$ cat src/rtl/unlock_pkg.sv
package unlock_pkg;

    // Number of writes in the unlock key
    localparam int KEY_LEN = 10;
    localparam int STEP_W  = $clog2(KEY_LEN);
    // Number of data bytes sent to the modem status address
    localparam int MID_LEN = KEY_LEN - 2;

    typedef logic [STEP_W-1:0] step_t;

    typedef struct packed {
        step_t step;
        logic  open;
    } match_state_t;

    // Data bytes carried by the middle run of the key, in order
    function automatic logic [7:0] mid_byte(input int idx);
        case (idx)
            0:       return 8'hAA;
            1:       return 8'h55;
            2:       return 8'hCC;
            3:       return 8'h33;
            4:       return 8'hA5;
            5:       return 8'hC3;
            6:       return 8'h5C;
            default: return 8'h3A;
        endcase
    endfunction

endpackage

$ cat src/rtl/unlock_key_rom.sv
module unlock_key_rom
    import unlock_pkg::*;
#(
    parameter int ADDR_W          = 3,
    parameter int DATA_W          = 8,
    parameter int LINE_CTRL_ADDR  = 3,
    parameter int MODEM_STAT_ADDR = 6,
    parameter int LINE_STAT_ADDR  = 5,
    parameter int OPEN_BYTE       = 8'h00,
    parameter int CLOSE_BYTE      = 8'h20
) (
    input  step_t             step,
    output logic [ADDR_W-1:0] exp_addr,
    output logic [DATA_W-1:0] exp_data
);

    localparam int LAST = KEY_LEN - 1;

    always_comb begin
        if (int'(step) == 0) begin
            exp_addr = ADDR_W'(LINE_CTRL_ADDR);
            exp_data = DATA_W'(OPEN_BYTE);
        end else if (int'(step) >= LAST) begin
            exp_addr = ADDR_W'(LINE_STAT_ADDR);
            exp_data = DATA_W'(CLOSE_BYTE);
        end else begin
            exp_addr = ADDR_W'(MODEM_STAT_ADDR);
            exp_data = DATA_W'(mid_byte(int'(step) - 1));
        end
    end

endmodule

$ cat src/rtl/unlock_matcher.sv
module unlock_matcher
    import unlock_pkg::*;
#(
    parameter int ADDR_W          = 3,
    parameter int DATA_W          = 8,
    parameter int LINE_CTRL_ADDR  = 3,
    parameter int MODEM_STAT_ADDR = 6,
    parameter int LINE_STAT_ADDR  = 5
) (
    input  logic              clk,
    input  logic              rst_n,
    input  logic              wr_vld,
    input  logic [ADDR_W-1:0] addr,
    input  logic [DATA_W-1:0] wdata,
    output logic              open_q
);

    localparam int    LAST       = KEY_LEN - 1;
    localparam step_t STEP_FIRST = step_t'(0);
    localparam step_t STEP_LAST  = step_t'(LAST);

    match_state_t     st_d, st_q;
    logic [ADDR_W-1:0] cur_addr, head_addr;
    logic [DATA_W-1:0] cur_data, head_data;
    logic             hit_cur, hit_head;

    // Element expected at the current position
    unlock_key_rom #(
        .ADDR_W(ADDR_W), .DATA_W(DATA_W),
        .LINE_CTRL_ADDR(LINE_CTRL_ADDR),
        .MODEM_STAT_ADDR(MODEM_STAT_ADDR),
        .LINE_STAT_ADDR(LINE_STAT_ADDR)
    ) u_rom_cur (
        .step(st_q.step), .exp_addr(cur_addr), .exp_data(cur_data)
    );

    // Opening element, used to restart on a breaking write
    unlock_key_rom #(
        .ADDR_W(ADDR_W), .DATA_W(DATA_W),
        .LINE_CTRL_ADDR(LINE_CTRL_ADDR),
        .MODEM_STAT_ADDR(MODEM_STAT_ADDR),
        .LINE_STAT_ADDR(LINE_STAT_ADDR)
    ) u_rom_head (
        .step(STEP_FIRST), .exp_addr(head_addr), .exp_data(head_data)
    );

    assign hit_cur  = (addr == cur_addr)  && (wdata == cur_data);
    assign hit_head = (addr == head_addr) && (wdata == head_data);

    always_comb begin
        st_d = st_q;
        if (wr_vld && !st_q.open) begin
            if (hit_cur) begin
                if (st_q.step == STEP_LAST) begin
                    st_d.open = 1'b1;
                    st_d.step = STEP_FIRST;
                end else begin
                    st_d.step = st_q.step + step_t'(1);
                end
            end else if (hit_head) begin
                st_d.step = step_t'(1);
            end else begin
                st_d.step = STEP_FIRST;
            end
        end
    end

    always_ff @(posedge clk or negedge rst_n) begin
        if (!rst_n) begin
            st_q <= '{step: STEP_FIRST, open: 1'b0};
        end else begin
            st_q <= st_d;
        end
    end

    assign open_q = st_q.open;

    AST_STEP_IN_RANGE: assert property (@(posedge clk) disable iff (!rst_n)
        int'(st_q.step) < KEY_LEN);

    AST_OPEN_ONLY_AFTER_LAST: assert property (@(posedge clk) disable iff (!rst_n)
        $rose(st_q.open) |-> ($past(st_q.step) == STEP_LAST && $past(wr_vld)));

    AST_BREAK_RESTARTS: assert property (@(posedge clk) disable iff (!rst_n)
        (wr_vld && !st_q.open && !hit_cur) |=> (int'(st_q.step) <= 1));

    AST_OPEN_STICKY: assert property (@(posedge clk) disable iff (!rst_n)
        st_q.open |=> st_q.open);

    AST_IDLE_HOLDS: assert property (@(posedge clk) disable iff (!rst_n)
        !wr_vld |=> ($stable(st_q.step) && $stable(st_q.open)));

endmodule

$ cat src/rtl/rxclk_unlock.sv
module rxclk_unlock
    import unlock_pkg::*;
#(
    parameter int ADDR_W          = 3,
    parameter int DATA_W          = 8,
    parameter int LINE_CTRL_ADDR  = 3,
    parameter int MODEM_STAT_ADDR = 6,
    parameter int LINE_STAT_ADDR  = 5
) (
    input  logic              clk,
    input  logic              rst_n,
    input  logic              wr_en,
    input  logic              rd_en,
    input  logic [ADDR_W-1:0] addr,
    input  logic [DATA_W-1:0] wdata,
    output logic              rx_clk_enable
);

    logic wr_vld;

    // A cycle with a read strobe is never a write
    assign wr_vld = wr_en && !rd_en;

    unlock_matcher #(
        .ADDR_W(ADDR_W), .DATA_W(DATA_W),
        .LINE_CTRL_ADDR(LINE_CTRL_ADDR),
        .MODEM_STAT_ADDR(MODEM_STAT_ADDR),
        .LINE_STAT_ADDR(LINE_STAT_ADDR)
    ) u_match (
        .clk(clk), .rst_n(rst_n), .wr_vld(wr_vld),
        .addr(addr), .wdata(wdata), .open_q(rx_clk_enable)
    );

    AST_RESET_CLOSED: assert property (@(posedge clk)
        !rst_n |=> !rx_clk_enable);

endmodule

$ cat config.mk
export PLATFORM = sky130hd
export DESIGN_NAME = rxclk_unlock
export DESIGN_NICKNAME = d
export VERILOG_FILES = /design/src/rtl/unlock_pkg.sv /design/src/rtl/unlock_key_rom.sv /design/src/rtl/unlock_matcher.sv /design/src/rtl/rxclk_unlock.sv
export SDC_FILE = /design/constraint.sdc
export NUM_CORES = 1
export LEC_CHECK = 0
export ABC_AREA = 1
export ABC_CLOCK_PERIOD_IN_PS = 3600
export BUFFER_PORTS_ARGS = -buffer_cell sky130_fd_sc_hd__buf_2
export CORE_MARGIN = 4
export CORE_UTILIZATION = 50
export DETAILED_ROUTE_END_ITERATION = 10
export PLACE_DENSITY = 0.75
export SETUP_SLACK_MARGIN = 0.4
export SLEW_MARGIN = 30
export SYNTH_ARGS = -nofsm -noshare
export SYNTH_HDL_FRONTEND = slang
export SYNTH_SLANG_ARGS = --single-unit
export TNS_END_PERCENT = 20
$ cat constraint.sdc
create_clock -name clk -period 3.6 [get_ports clk]
set_clock_uncertainty 0.1 [all_clocks]
set_input_delay 0.54 -clock clk [delete_from_list [all_inputs] [get_ports clk]]
set_output_delay 0.54 -clock clk [all_outputs]
set_load 0.005 [all_outputs]
==> results of run 1 <==
layer usage:
metal / wire, um / vias to the layer above / global-route usage
met3: 150 / 2 / 0.0711
met2: 725 / 37 / 0.295
met4: 4 / 0 / 0.0526
li1: - / 434 / -
met1: 808 / 339 / 0.237
met5: 0 / - / 0
synthesized netlist by cell type, drive strengths merged:
cell / instances
nand3b: 1
a31oi: 1
o21ai: 1
dfrtp: 5
nand2: 45
a21oi: 2
buf: 2
nor3: 2
inv: 22
nor2: 12
nor3b: 1
nand4: 4
xor2: 1
nand3: 22
nor4: 2
critical path, delay by kind of cell, from the launching register on:
| kind | cells | cell delay, ns |
|---|---|---|
| XOR/XNOR | 1 | 0.15 |
| AND/OR/NAND/NOR | 8 | 0.92 |
| flip-flops | 1 | 0.50 |
cells by family (layout without fill, tap and decap cells):
kind of cell | after synthesis | after routing | share of synthesized area
compound gates | 4 | 4 | 0.0301
xor+xnor | 1 | 1 | 0.0124
buf+inv | 24 | 42 | 0.149
flops | 5 | 5 | 0.177
simple gates | 89 | 89 | 0.632
state kept, by name, indices dropped and copies added, names as in the netlist:
name and cells:
u_match.st_q 4, u_match.open_q 1
path summary, 6_finish.rpt:
kind                            startpoint               to  cells after the start  slack (ns)
hold reg to reg             u_match.open_q   u_match.open_q                      2        0.39
max in group asynchronous            rst_n  u_match.st_q[2]                      2        2.73
hold / removal              u_match.open_q   u_match.open_q                      2        0.39
min in group asynchronous            rst_n  u_match.st_q[3]                      2        0.54
setup reg to reg           u_match.st_q[2]  u_match.st_q[1]                      9        1.80
setup / recovery           u_match.st_q[2]  u_match.st_q[1]                      9        1.80
report_power, final:
part           leakage (nW)  switching, mW  internal, mW
logic                 0.405         0.0247        0.0168
registers            0.0610        0.00103        0.0570
clock network        0.0150         0.0216        0.0418
layout make-up:
cell class | instances | area (sq um)
timing repair buffer | 16 | 85.1
fill | 155 | 503
multi-input combinational | 94 | 477
inverter | 22 | 82.6
sequential | 5 | 125
tap | 15 | 18.8
clock buffer | 4 | 26.3
==> flow_metrics.py, run 1 <==
metrics = {
    "die": {
        "fp.dieW_um": 45.6,
        "core_sq_um": 1320,
        "dieHeight_um": 45.6,
        "initial_utilization": 0.537,
        "io_pins": 16,
        "die_area_sq_um": 2080,
        "rows": 13,
    },
    "logic_synthesis": {
        "yosysWarnings": 0,
        "synth.avg_cell_area_sq_um": 5.75,
        "synth_cells": 123,
        "ys_ff_latch": 5,
        "syn_area_sq_um": 707,
        "postSynthNetCount": 138,
        "synth_top_cell_by_area": "nand2_1",
        "synth_top_area_frac": 0.212,
        "yosys-top-cells-area": "nand2_1 (21%), dfrtp_1 (18%), nand3_1 (14%), inv_1 (11%), nand2_4 (4.8%)",
        "yosysSeqAreaShare": 0.177,
        "synth_cell_types": 21,
    },
    "layout": {
        "area_growth_pct": 15.2,
        "final_cells": 156,
        "drive_gt1_frac": 0.227,
        "diodes": 0,
        "final_common_cell": "nand2_1",
        "fin_area_sq_um": 815,
        "fin_nets": 157,
        "final_cell_mix": "nand2_1 (40), inv_1 (20), nand3_1 (20)",
        "fin_util": 0.618,
    },
    "worst_setup_path": {
        "crit_type": "reg2reg",
        "slowest_stage": "dfrtp_1",
        "crit_top_cell": "nand2_1",
        "max_stage_delay_ns": 0.50,
        "startpoint_type": "flip-flop",
        "critPathCaptureType": "flip-flop",
        "critPathRequiredTime_ns": 3.63,
        "path_cells": "nor2_4 > nand2_2 > nand2_1 > xor2_1 > nand2_1 > nor2_4 > nand3_1 > nand2_1 > nand2_1",
        "cp_max_fo": 9,
        "arrival_ns": 1.83,
    },
    "global_routing": {
        "grt_pass1_vias": 699,
        "grt_max_degree": 10,
        "overflow": 0,
        "grt_first_pass_wirelength_um": 2800,
        "groute.usage.overall": 0.188,
        "antenna_found_initial": 0,
    },
    "timing": {
        "slew_violations": 0,
        "fmax_mhz": 557,
        "hold_violations": 0,
        "worst_slack_ns": 1.80,
        "fin_hold_ws_ns": 0.385,
        "tns_ns": 0,
        "relSlewSlack": 0.758,
        "setup_viol": 0,
        "rsz0062_at_grt": "no",
        "worst_pin_slew_ns": 0.363,
        "finalCriticalPeriod_ns": 1.80,
        "final.period_utilization": 0.499,
    },
    "clock_tree": {
        "post_cts_buffers": 0,
        "cts_buffer_depth": 2,
        "ctsResizeCount": 0,
        "clk_latency_ns": 0.24,
        "cts_tree": "done",
        "clkSinkCount": 5,
        "path_clk_slew_ns": 0.04,
        "cts_buffers": 3,
        "h-tree-depth": 1,
        "cts_root_buf": "clkbuf_4",
        "holdBufCountCts": 1,
    },
    "power_and_ir_drop": {
        "power_mw": 0.163,
        "leakage_nw": 0.481,
        "vdd_ir_drop_max_mv": 0.363,
        "power_density_nw_per_um2": 200,
    },
    "routing": {
        "drtIter0Drc": 50,
        "vias": 812,
        "wire_per_inst_um": 10.8,
        "antenna_left": 0,
        "drc": 0,
        "dr.pass1.iters": 5,
        "viasPerCell": 5.21,
        "wl_um": 1690,
    },
    "min_path": {
        "hold_path_class": "reg2reg",
    },
    "placed_design": {
        "dp.final_hpwl_um": 1370,
        "placed_cells": 151,
        "io_buffers": 15,
        "gp_congestion": 0.956,
        "place_ws_ns": 1.78,
        "postPlaceCellArea_sq_um": 778,
    },
    "flow_run": {
        "cap_viol_max_count": 0,
    },
    "outcome": {
        "outcome": "completed",
    },
}
Power figures use the tool's default switching activity.
==> inputs of run 2 (changes only) <==
--- a/config.mk
+++ b/config.mk
@@ -6,12 +6,12 @@
 export NUM_CORES = 1
 export LEC_CHECK = 0
 export ABC_AREA = 1
-export ABC_CLOCK_PERIOD_IN_PS = 3600
+export ABC_CLOCK_PERIOD_IN_PS = 1500
 export BUFFER_PORTS_ARGS = -buffer_cell sky130_fd_sc_hd__buf_2
 export CORE_MARGIN = 4
-export CORE_UTILIZATION = 50
+export CORE_UTILIZATION = 47
 export DETAILED_ROUTE_END_ITERATION = 10
-export PLACE_DENSITY = 0.75
+export PLACE_DENSITY = 0.74
 export SETUP_SLACK_MARGIN = 0.4
 export SLEW_MARGIN = 30
 export SYNTH_ARGS = -nofsm -noshare
==> constraint.sdc (replaced) <==
create_clock -name clk -period 1.5 [get_ports clk]
set_clock_uncertainty 0.1 [all_clocks]
set_input_delay 0.225 -clock clk [delete_from_list [all_inputs] [get_ports clk]]
set_output_delay 0.225 -clock clk [all_outputs]
set_load 0.005 [all_outputs]
==> run 2 against run 1 <==
Sequential power increased by 140%; first-iteration DRC count down 30%; critical path depth unchanged; critical path type unchanged; largest cell class unchanged; via count rose by 12%; die area is 5.2% higher; the flow now finishes with violations (negative setup slack).
==> flow_metrics.py, run 2 (synthesis results as in run 1) <==
metrics = {
    "worst_setup_path": {
        "startpoint_type": "flip-flop",
        "path_cells": "nor2_4 > nand2_4 > nand2_1 > xor2_1 > nand2_1 > nor2_4 > nand3_2 > nand2_1 > nand2_1",
        "crit_top_cell": "nand2_1",
        "arrival_ns": 1.76,
        "cp_max_fo": 7,
        "critPathRequiredTime_ns": 1.55,
        "crit_type": "reg2reg",
        "slowest_stage": "dfrtp_2",
        "critPathCaptureType": "flip-flop",
        "max_stage_delay_ns": 0.46,
    },
    "placed_design": {
        "placed_cells": 158,
        "io_buffers": 15,
        "gp_congestion": 0.904,
        "place_ws_ns": -0.223,
        "dp.final_hpwl_um": 1540,
    },
    "layout": {
        "n_fill_cell": 120,
        "fin_nets": 170,
        "area_growth_pct": 37.3,
        "fin_util": 0.711,
        "drive_gt1_frac": 0.370,
        "diodes": 0,
        "largest_reg_flops": 4,
        "final_cells": 169,
        "final_common_cell": "nand2_1",
        "top_register": "u_match.st_q",
        "final_cell_mix": "nand2_1 (38), inv_1 (18), nand3_1 (16)",
    },
    "die": {
        "rows": 13,
        "fp.dieW_um": 46.8,
        "die_area_sq_um": 2190,
        "core_sq_um": 1370,
        "initial_utilization": 0.517,
        "dieHeight_um": 46.8,
        "io_pins": 16,
    },
    "routing": {
        "vias": 907,
        "drtIter0Drc": 35,
        "viasPerCell": 5.37,
        "wire_per_inst_um": 12.4,
        "drc": 0,
        "wl_um": 2100,
        "antenna_left": 0,
        "dr.pass1.iters": 5,
    },
    "outcome": {
        "outcome": "complete, but fails checks",
        "violations": "negative setup slack",
    },
    "global_routing": {
        "grt_first_pass_wirelength_um": 3120,
        "overflow": 0,
        "grt_pass1_vias": 758,
        "groute.usage.overall": 0.203,
        "grt_max_degree": 8,
        "antenna_found_initial": 0,
    },
    "timing": {
        "worst_pin_slew_ns": 0.352,
        "final.period_utilization": 1.14,
        "fmax_mhz": 585,
        "finalCriticalPeriod_ns": 1.71,
        "rsz0062_at_grt": "yes",
        "slew_violations": 0,
        "worst_slack_ns": -0.211,
        "relSlewSlack": 0.763,
        "setup_viol": 5,
        "tns_ns": -0.888,
        "hold_violations": 0,
    },
    "clock_tree": {
        "h-tree-depth": 1,
        "path_clk_slew_ns": 0.05,
        "clk_latency_ns": 0.26,
        "cts_root_buf": "clkbuf_4",
        "cts_buffer_depth": 2,
        "cts_tree": "done",
        "cts_buffers": 3,
        "clkSinkCount": 5,
    },
    "flow_run": {
        "cap_viol_max_count": 0,
    },
    "power_and_ir_drop": {
        "leakage_nw": 0.543,
        "vdd_ir_drop_max_mv": 0.406,
        "power_density_nw_per_um2": 437,
        "power_mw": 0.425,
    },
    "min_path": {
        "hold_path_class": "in2async",
    },
}
## run 2: changes by cell type in the layout (fill, tap and decap cells not counted), moves of 4 or more
cell,previous run,this run
dfrtp_1,5,1
nand3_1,20,16
buf_4,0,12
nand3_2,2,6
dfrtp_2,0,4
## run 2: cell type report
cell class,instances,area (sq um),share of cell area
Sequential cell,5,130,0.134
Multi-Input combinational cell,94,522,0.537
Clock buffer,4,26.3,0.0271
Tap cell,15,18.8,0.0193
Timing Repair Buffer,29,186,0.192
Inverter,22,87.6,0.0902
## run 2: worst paths after layout
path	from	end	slack [ns]	cells after the start
max	u_match.st_q[2]	u_match.st_q[1]	-0.21	9
min	rst_n	u_match.st_q[1]	0.22	2
max reg2reg	u_match.st_q[2]	u_match.st_q[1]	-0.21	9
min reg2reg	u_match.open_q	u_match.open_q	0.39	2
max in group asynchronous	rst_n	u_match.st_q[3]	0.93	2
min in group clk	wdata[5]	u_match.st_q[1]	0.31	6
## run 2: repair_timing
action / CTS / global route
hold buffers: 1 / 0
setup endpoints to repair: 6 / 6
resized for setup: 7 / 11
hold endpoints to repair: 5 / 0
setup buffers: 5 / 1
pin swaps: 6 / 4
## run 2: where the power goes
| group | internal, mW | switching, mW |
|---|---|---|
| combinational | 0.0475 | 0.0670 |
| clock | 0.101 | 0.0687 |
| sequential | 0.137 | 0.00311 |
| total | 0.286 | 0.139 |
## run 2: stage by stage
step | hold slack, ns | cell area (sq um)
after floorplan | -0.171 | 712
after global placement | -0.0582 | 836
after detailed placement | -0.0534 | 836
after CTS | 0.216 | 928
after global routing | 0.245 | 971
final | 0.217 | 971
## run 2: per-layer routing
layer	vias to the layer above	GRT usage	share of wire
met4	0	0.0939	0.027
li1	455	-	-
met1	402	0.256	0.42
met2	44	0.339	0.48
met5	-	0	0
met3	6	0.0307	0.070
## run 2: worst max-delay path, delay by kind of cell, from the launching register on
kind / cells / cell delay, ns
xor+xnor: 1 / 0.16
flops: 1 / 0.46
simple gates: 8 / 0.89
